--- src/rtl/txc_pkg.sv ---
package txc_pkg;
  localparam int unsigned KIND_W = 3;
  localparam int unsigned INFO_W = 13;
  localparam int unsigned IDX_W  = 15;
  localparam int unsigned WORD_W = KIND_W + 1 + INFO_W + IDX_W;

  typedef enum logic [KIND_W-1:0] {
    KIND_DMA_DONE = 3'b100,
    KIND_TX_DONE  = 3'b101
  } kind_e;

  typedef struct packed {
    kind_e             kind;
    logic              prio;
    logic [INFO_W-1:0] info;
    logic [IDX_W-1:0]  idx;
  } entry_t;
endpackage

--- src/rtl/txc_entry_pack.sv ---
module txc_entry_pack
  import txc_pkg::*;
#(
  parameter kind_e KIND = KIND_DMA_DONE
) (
  input  logic              prio_i,
  input  logic [INFO_W-1:0] info_i,
  input  logic [IDX_W-1:0]  idx_i,
  output entry_t            entry_o
);
  always_comb begin
    entry_o.kind = KIND;
    entry_o.prio = prio_i;
    entry_o.info = info_i;
    entry_o.idx  = idx_i;
  end
endmodule

--- src/rtl/txc_hold_reg.sv ---
module txc_hold_reg
  import txc_pkg::*;
(
  input  logic   clk_i,
  input  logic   rst_ni,
  input  logic   set_i,
  input  logic   clr_i,
  input  entry_t data_i,
  output logic   vld_o,
  output entry_t data_o
);
  always_ff @(posedge clk_i or negedge rst_ni) begin
    if (!rst_ni) begin
      vld_o  <= 1'b0;
      data_o <= '0;
    end else if (set_i) begin
      vld_o  <= 1'b1;
      data_o <= data_i;
    end else if (clr_i) begin
      vld_o  <= 1'b0;
    end
  end
endmodule

--- src/rtl/txc_ring_ptr.sv ---
module txc_ring_ptr #(
  parameter int unsigned RING_BYTES = 64,
  parameter int unsigned STEP       = 4,
  localparam int unsigned PTR_W     = $clog2(RING_BYTES)
) (
  input  logic             clk_i,
  input  logic             rst_ni,
  input  logic             adv_i,
  output logic [PTR_W-1:0] ptr_o
);
  localparam logic [PTR_W-1:0] LAST = PTR_W'(RING_BYTES - STEP);

  always_ff @(posedge clk_i or negedge rst_ni) begin
    if (!rst_ni)    ptr_o <= '0;
    else if (adv_i) ptr_o <= (ptr_o == LAST) ? '0 : ptr_o + PTR_W'(STEP);
  end
endmodule

--- src/rtl/txc_entry_gen.sv ---
module txc_entry_gen
  import txc_pkg::*;
#(
  parameter int unsigned RING_BYTES = 64,
  localparam int unsigned PTR_W     = $clog2(RING_BYTES)
) (
  input  logic              clk_i,
  input  logic              rst_ni,
  input  logic [31:0]       timer_i,
  input  logic              dma_valid_i,
  output logic              dma_ready_o,
  input  logic              dma_prio_i,
  input  logic [IDX_W-1:0]  dma_idx_i,
  input  logic              txd_valid_i,
  output logic              txd_ready_o,
  input  logic              txd_prio_i,
  input  logic [IDX_W-1:0]  txd_idx_i,
  input  logic [INFO_W-1:0] txd_status_i,
  output logic [WORD_W-1:0] entry_o,
  output logic              entry_valid_o,
  input  logic              entry_ready_i,
  output logic [PTR_W-1:0]  prod_idx_o
);
  entry_t dma_word, txd_word, skid_word, out_q;
  logic   out_vld_q, skid_vld, load_ok, src_rdy, dma_fire, txd_fire;

  txc_entry_pack #(.KIND(KIND_DMA_DONE)) i_pack_dma (
    .prio_i (dma_prio_i),
    .info_i (timer_i[INFO_W-1:0]),
    .idx_i  (dma_idx_i),
    .entry_o(dma_word)
  );

  txc_entry_pack #(.KIND(KIND_TX_DONE)) i_pack_txd (
    .prio_i (txd_prio_i),
    .info_i (txd_status_i),
    .idx_i  (txd_idx_i),
    .entry_o(txd_word)
  );

  // output slot free or draining this cycle
  assign load_ok     = !out_vld_q || entry_ready_i;
  assign src_rdy     = load_ok && !skid_vld;
  assign dma_ready_o = src_rdy;
  assign txd_ready_o = src_rdy;
  assign dma_fire    = dma_valid_i && src_rdy;
  assign txd_fire    = txd_valid_i && src_rdy;

  // wire-done word parks here when both sources fire together
  txc_hold_reg i_skid (
    .clk_i (clk_i),
    .rst_ni(rst_ni),
    .set_i (dma_fire && txd_fire),
    .clr_i (load_ok),
    .data_i(txd_word),
    .vld_o (skid_vld),
    .data_o(skid_word)
  );

  always_ff @(posedge clk_i or negedge rst_ni) begin
    if (!rst_ni) begin
      out_vld_q <= 1'b0;
      out_q     <= '0;
    end else if (load_ok) begin
      if (skid_vld) begin
        out_vld_q <= 1'b1;
        out_q     <= skid_word;
      end else if (dma_fire) begin
        out_vld_q <= 1'b1;
        out_q     <= dma_word;
      end else if (txd_fire) begin
        out_vld_q <= 1'b1;
        out_q     <= txd_word;
      end else begin
        out_vld_q <= 1'b0;
      end
    end
  end

  assign entry_o       = out_q;
  assign entry_valid_o = out_vld_q;

  txc_ring_ptr #(.RING_BYTES(RING_BYTES), .STEP(WORD_W / 8)) i_ptr (
    .clk_i (clk_i),
    .rst_ni(rst_ni),
    .adv_i (out_vld_q && entry_ready_i),
    .ptr_o (prod_idx_o)
  );
endmodule

--- config.mk ---
export PLATFORM = sky130hd
export DESIGN_NAME = txc_entry_gen
export DESIGN_NICKNAME = d
export VERILOG_FILES = /design/src/rtl/txc_pkg.sv /design/src/rtl/txc_entry_pack.sv /design/src/rtl/txc_hold_reg.sv /design/src/rtl/txc_ring_ptr.sv /design/src/rtl/txc_entry_gen.sv
export SDC_FILE = /design/constraint.sdc
export NUM_CORES = 1
export LEC_CHECK = 0
export ABC_CLOCK_PERIOD_IN_PS = 4300
export BUFFER_PORTS_ARGS = -buffer_cell sky130_fd_sc_hd__buf_2
export CORE_MARGIN = 5
export CORE_UTILIZATION = 53
export CTS_BUF_LIST = sky130_fd_sc_hd__clkbuf_16
export DETAILED_ROUTE_END_ITERATION = 7
export GPL_TIMING_DRIVEN = 0
export PLACE_DENSITY = 0.95
export SETUP_SLACK_MARGIN = 0.02
export SYNTH_ARGS = -nofsm -noshare
export SYNTH_HDL_FRONTEND = slang
export SYNTH_SLANG_ARGS = --single-unit
--- constraint.sdc ---
create_clock -name clk_i -period 4.3 [get_ports clk_i]
set_input_delay 0.86 -clock clk_i [delete_from_list [all_inputs] [get_ports clk_i]]
set_output_delay 0.86 -clock clk_i [all_outputs]
set_load 0.005 [all_outputs]
* Word level (Yosys, flattened, before mapping) *
Index checks and enable logic that the tools add are counted.

operators by class
  $add $sub $neg = 1
  reduce and logical (&&, ||, !) cells = 11
  $mul = 0
  bitwise gates (word level) = 0
  shift operators = 0
  eq/ne operators = 1
  divide/modulo/power cells = 0
  muxes and demuxes = 9
  order comparisons = 0

operator list
  kind                                                           number
  32-bit two-way mux                                             3
  6-bit by 3-bit adder with 6-bit output, second input constant  1
  6-bit == test, second input constant                           1
  6-bit two-way mux                                              1
  1-bit logical AND                                              5
  1-bit two-way mux                                              5
  3-bit nonzero test                                             1
  1-bit zero test                                                2
  2-bit AND reduction                                            1
  2-bit nonzero test                                             1
  1-bit logical OR                                               1

storage, ports and cells
  bits in read-only memories = 0
  bits of input ports = 82
  word-level logic and storage cells = 33
  register bits after elaboration = 70
  latch bits = 0
  output and inout port bits = 41
  RAM bits = 0
  memories kept = 0

* Depth between registers and ports, before layout *
  depth in word-level cells = 7
  gate-level depth with buffers = 6
  mapped depth without buffers = 4

* Modules after synthesis *
From an unflattened synthesis, not the netlist that was laid out.

second synthesis, totals
  cells, all modules = 349
  area, all modules = 4000.1 µm²

modules (own cells, without submodules)
  module          cells an instance  seq. area each (µm²)  area an instance (µm²)  times used
  txc_entry_gen   188                825.8                 1901.8                  1
  txc_hold_reg    71                 825.8                 1377.6                  1
  txc_entry_pack  34                 0.0                   247.7                   2
  txc_ring_ptr    22                 100.1                 225.2                   1

* Least setup slack after synthesis *
OpenSTA, ideal clock, no wires.

  path type = input to output
  start = input entry_ready_i
  end = output txd_ready_o
  stages = 3
  data required time = 3440 ps
  setup slack = 2273 ps
  data arrival time = 1167 ps
  cell sequence = nor2b_4 -> nor2_2 -> buf_4

on the way
  word-level cells in the longest chain between the ends = 2

RTL lines
  what               line                 text
  start, declared    txc_entry_gen.sv:21  input logic entry_ready_i,
  1-bit logical OR   txc_entry_gen.sv:42  assign load_ok = !out_vld_q || entry_ready_i;
  1-bit logical AND  txc_entry_gen.sv:43  assign src_rdy = load_ok && !skid_vld;
  end, declared      txc_entry_gen.sv:15  output logic txd_ready_o,

No other way between the ends.

* Worst setup path in the final report *
Same ends and word-level chain as after synthesis.

==> out/results.tsv <==
metric	value	unit
outcome	complete, no violations	
clock-sinks	67	
syn_inst	269	
grt_pass1_vias	2719	
cpMostUsedCell	buf_2	
avgSynthCellArea	12.1	µm²
crit_path_start_kind	input pin	
postCtsSetupRepairBufs	0	
synth.ff_latch_count	67	
synthSimpleGateAreaFrac	8.45	%
antenna_found_initial	0	
finalWirelength	7880	µm
synth_top_family_by_area	multiplexers	
synth_fa_ha_area_share	0.768	%
hpwl	5550	µm
slowest_stage	nor2b_4	
fmax	425	MHz
ff2ff_path_depth	6	
fin_crit_sh	54.8	%
clk_pin_slew	0.05	ns
detail_route.iter0.violations	134	
p_leak	2.21	nW
io_buffers	100	
clock_skew	0.00501	ns
worst_pin_slew	0.820	ns
gp_congestion	0.795	
worst_setup_path_end_kind	primary output	
cts_tree	built	
crit_buf_inv	3	
num_rows	28	
place_area	3860	µm²
insertion_delay	0.32	ns
final_layout_size_suffix_gt1_share	41.2	%
layout.nets	466	
finalHoldViolations	0	
min_period	2.36	ns
hold_buffers	0	
slew_headroom	45.3	%
final_antenna_net_count	0	
power_density	473	nW/µm²
initial_core_util	54.7	%
synthDistinctLibCells	31	
syn_area	3260	µm²
root_buffer	clkbuf_16	
dp_cells	446	
max_stage_delay	0.17	ns
cap_viol_max_count	0	
synthXorXnorAreaFrac	0	%
wire_per_inst	17.1	µm
cts.repair.resized	0	
numCtsBuffers	9	
stdcell_area	4110	µm²
hp-class	reg -> reg	
grt_pass1_wl	13000	µm
vias_per_cell	5.47	
track_usage	21.8	%
crit_path_cell_trace	buf_2 -> nor2b_4 -> nor2_2 -> buf_4 -> buf_2	
path_class	in -> out	
drv_slew	0	
final_core_util	69.1	%
worstPathArrival	1.50	ns
hold_depth	1	
core_area	5960	µm²
dieWidth	88.4	µm
crit_required	3.44	ns
cp.depth	5	
die_area	7810	µm²
stdcell_count	461	
fillers	467	
antenna_cells	0	
cts_max_level	3	
grt_start_max_net_pins	68	
yosys-mux-area-fraction	22.5	%
clock_path_buffers	2	
synth-compound-area-share	11.3	%
yosys_warnings	0	
num_vias	2522	
seq_area_frac_synth	51.5	%
overflow	0	
tns	0	ns
vdd_drop_max	0.264	mV
setup_viol	0	
rsz0062_at_grt	false	
area_growth	26.3	%
drcViolationCount	0	
crit_fanout	5	
path_delay_family	buffers and inverters	
drt_first_pass_iters	4	
io_pins	123	
holdWs	0.470	ns
die_h	88.4	µm
[stage by stage]
step / total power [mW] / setup slack [ns]
2_1_floorplan: 1.13 / 2.27
3_3_place_gp: 1.30 / 1.97
3_5_place_dp: 1.33 / 1.95
4_1_cts: 1.96 / 1.94
5_1_grt: 2.05 / 1.90
6_report: 1.95 / 1.94
[synth_stat cells]
cell type | n | share of area [%]
a21boi_0 | 1 | 0.23
a21o_1 | 2 | 0.46
a21oi_1 | 32 | 4.9
a311oi_1 | 1 | 0.27
and3_1 | 29 | 5.6
and3_4 | 1 | 0.35
buf_12 | 2 | 1.2
buf_2 | 2 | 0.31
buf_4 | 7 | 1.6
buf_6 | 1 | 0.35
buf_8 | 1 | 0.46
clkbuf_1 | 10 | 1.2
conb_1 | 1 | 0.12
dfrtp_1 | 67 | 51
ha_1 | 2 | 0.77
inv_1 | 2 | 0.23
mux2_2 | 2 | 0.69
mux2_4 | 28 | 13
mux2i_1 | 29 | 8.9
nand2_1 | 4 | 0.46
nand3_1 | 2 | 0.31
nor2_2 | 1 | 0.19
nor2b_4 | 1 | 0.42
nor3_1 | 1 | 0.15
o21ai_0 | 24 | 3.7
o21ai_1 | 10 | 1.5
o31ai_1 | 1 | 0.23
or2_1 | 1 | 0.19
or2_2 | 1 | 0.19
or2b_1 | 1 | 0.23
or3_1 | 2 | 0.38
[final timing paths]
| path | start | end | slack, ns |
|---|---|---|---|
| min reg2reg | i_skid.data_o[29] | i_skid.data_o[29] | 0.47 |
| max in group asynchronous | rst_ni | i_skid.data_o[19] | 3.13 |
| min in group asynchronous | rst_ni | i_ptr.ptr_o[5] | 0.64 |
| max | entry_ready_i | txd_ready_o | 1.94 |
| min | i_skid.data_o[29] | i_skid.data_o[29] | 0.47 |
| max reg2reg | entry_valid_o | i_skid.data_o[8] | 2.63 |
[registers in the layout, summed over array words and instances (netlist names)]
name,cells
i_skid.vld_o,1
i_skid.data_o,30
entry_valid_o,1
entry_o,31
i_ptr.ptr_o,4
[kinds of logic (layout without fill, tap and decap cells)]
logic type	Yosys count	after routing
AOI/OAI and AO/OA	71	71
adders and majority gates	2	2
buffers and inverters	25	140
DFF	67	67
muxes	59	59
other	1	3
and+or+nand+nor	44	44
[placed cells by master (no fill, tap or decap), types with 2 or more instances in the layout]
| master | Yosys | routed |
|---|---|---|
| buf_2 | 2 | 101 |
| mux2_4 | 28 | 28 |
| a21oi_1 | 32 | 32 |
| clkbuf_16 | 0 | 9 |
| clkbuf_1 | 10 | 10 |
| a21o_1 | 2 | 2 |
| conb_1 | 1 | 3 |
| or3_1 | 2 | 2 |
| and3_1 | 29 | 29 |
| dfrtp_1 | 67 | 67 |
| o21ai_0 | 24 | 24 |
| buf_4 | 7 | 8 |
| nand2_1 | 4 | 4 |
| nand3_1 | 2 | 2 |
| o21ai_1 | 10 | 10 |
| mux2_2 | 2 | 2 |
| ha_1 | 2 | 2 |
| mux2i_1 | 29 | 29 |
| buf_12 | 2 | 2 |
| clkinv_2 | 0 | 3 |
| inv_1 | 2 | 4 |
[layout make-up]
cell class | instances | area, µm² | share of cell area [%]
repair buffers | 100 | 503 | 12.2
well taps | 75 | 93.8 | 2.28
clock buffers | 9 | 225 | 5.48
multi-input cells | 179 | 1410 | 34.4
clock inverters | 6 | 26.3 | 0.639
inverters | 2 | 7.51 | 0.183
plain buffers | 23 | 166 | 4.05
flip-flops and latches | 67 | 1680 | 40.8
[report_power, final]
part / internal, mW / total [mW] / switching [mW]
Combinational: 0.251 / 0.448 / 0.197
Clock: 0.377 / 0.626 / 0.250
Sequential: 0.777 / 0.871 / 0.0936
[per-layer routing]
metal	global-route usage [%]	wire length (µm)	up-vias
met3	3.72	575	13
met4	7.42	128	0
li1	-	-	1187
met2	39.0	4060	99
met5	0	0	-
met1	26.6	3120	1223
Note: power is estimated with default switching activity, not from simulation.
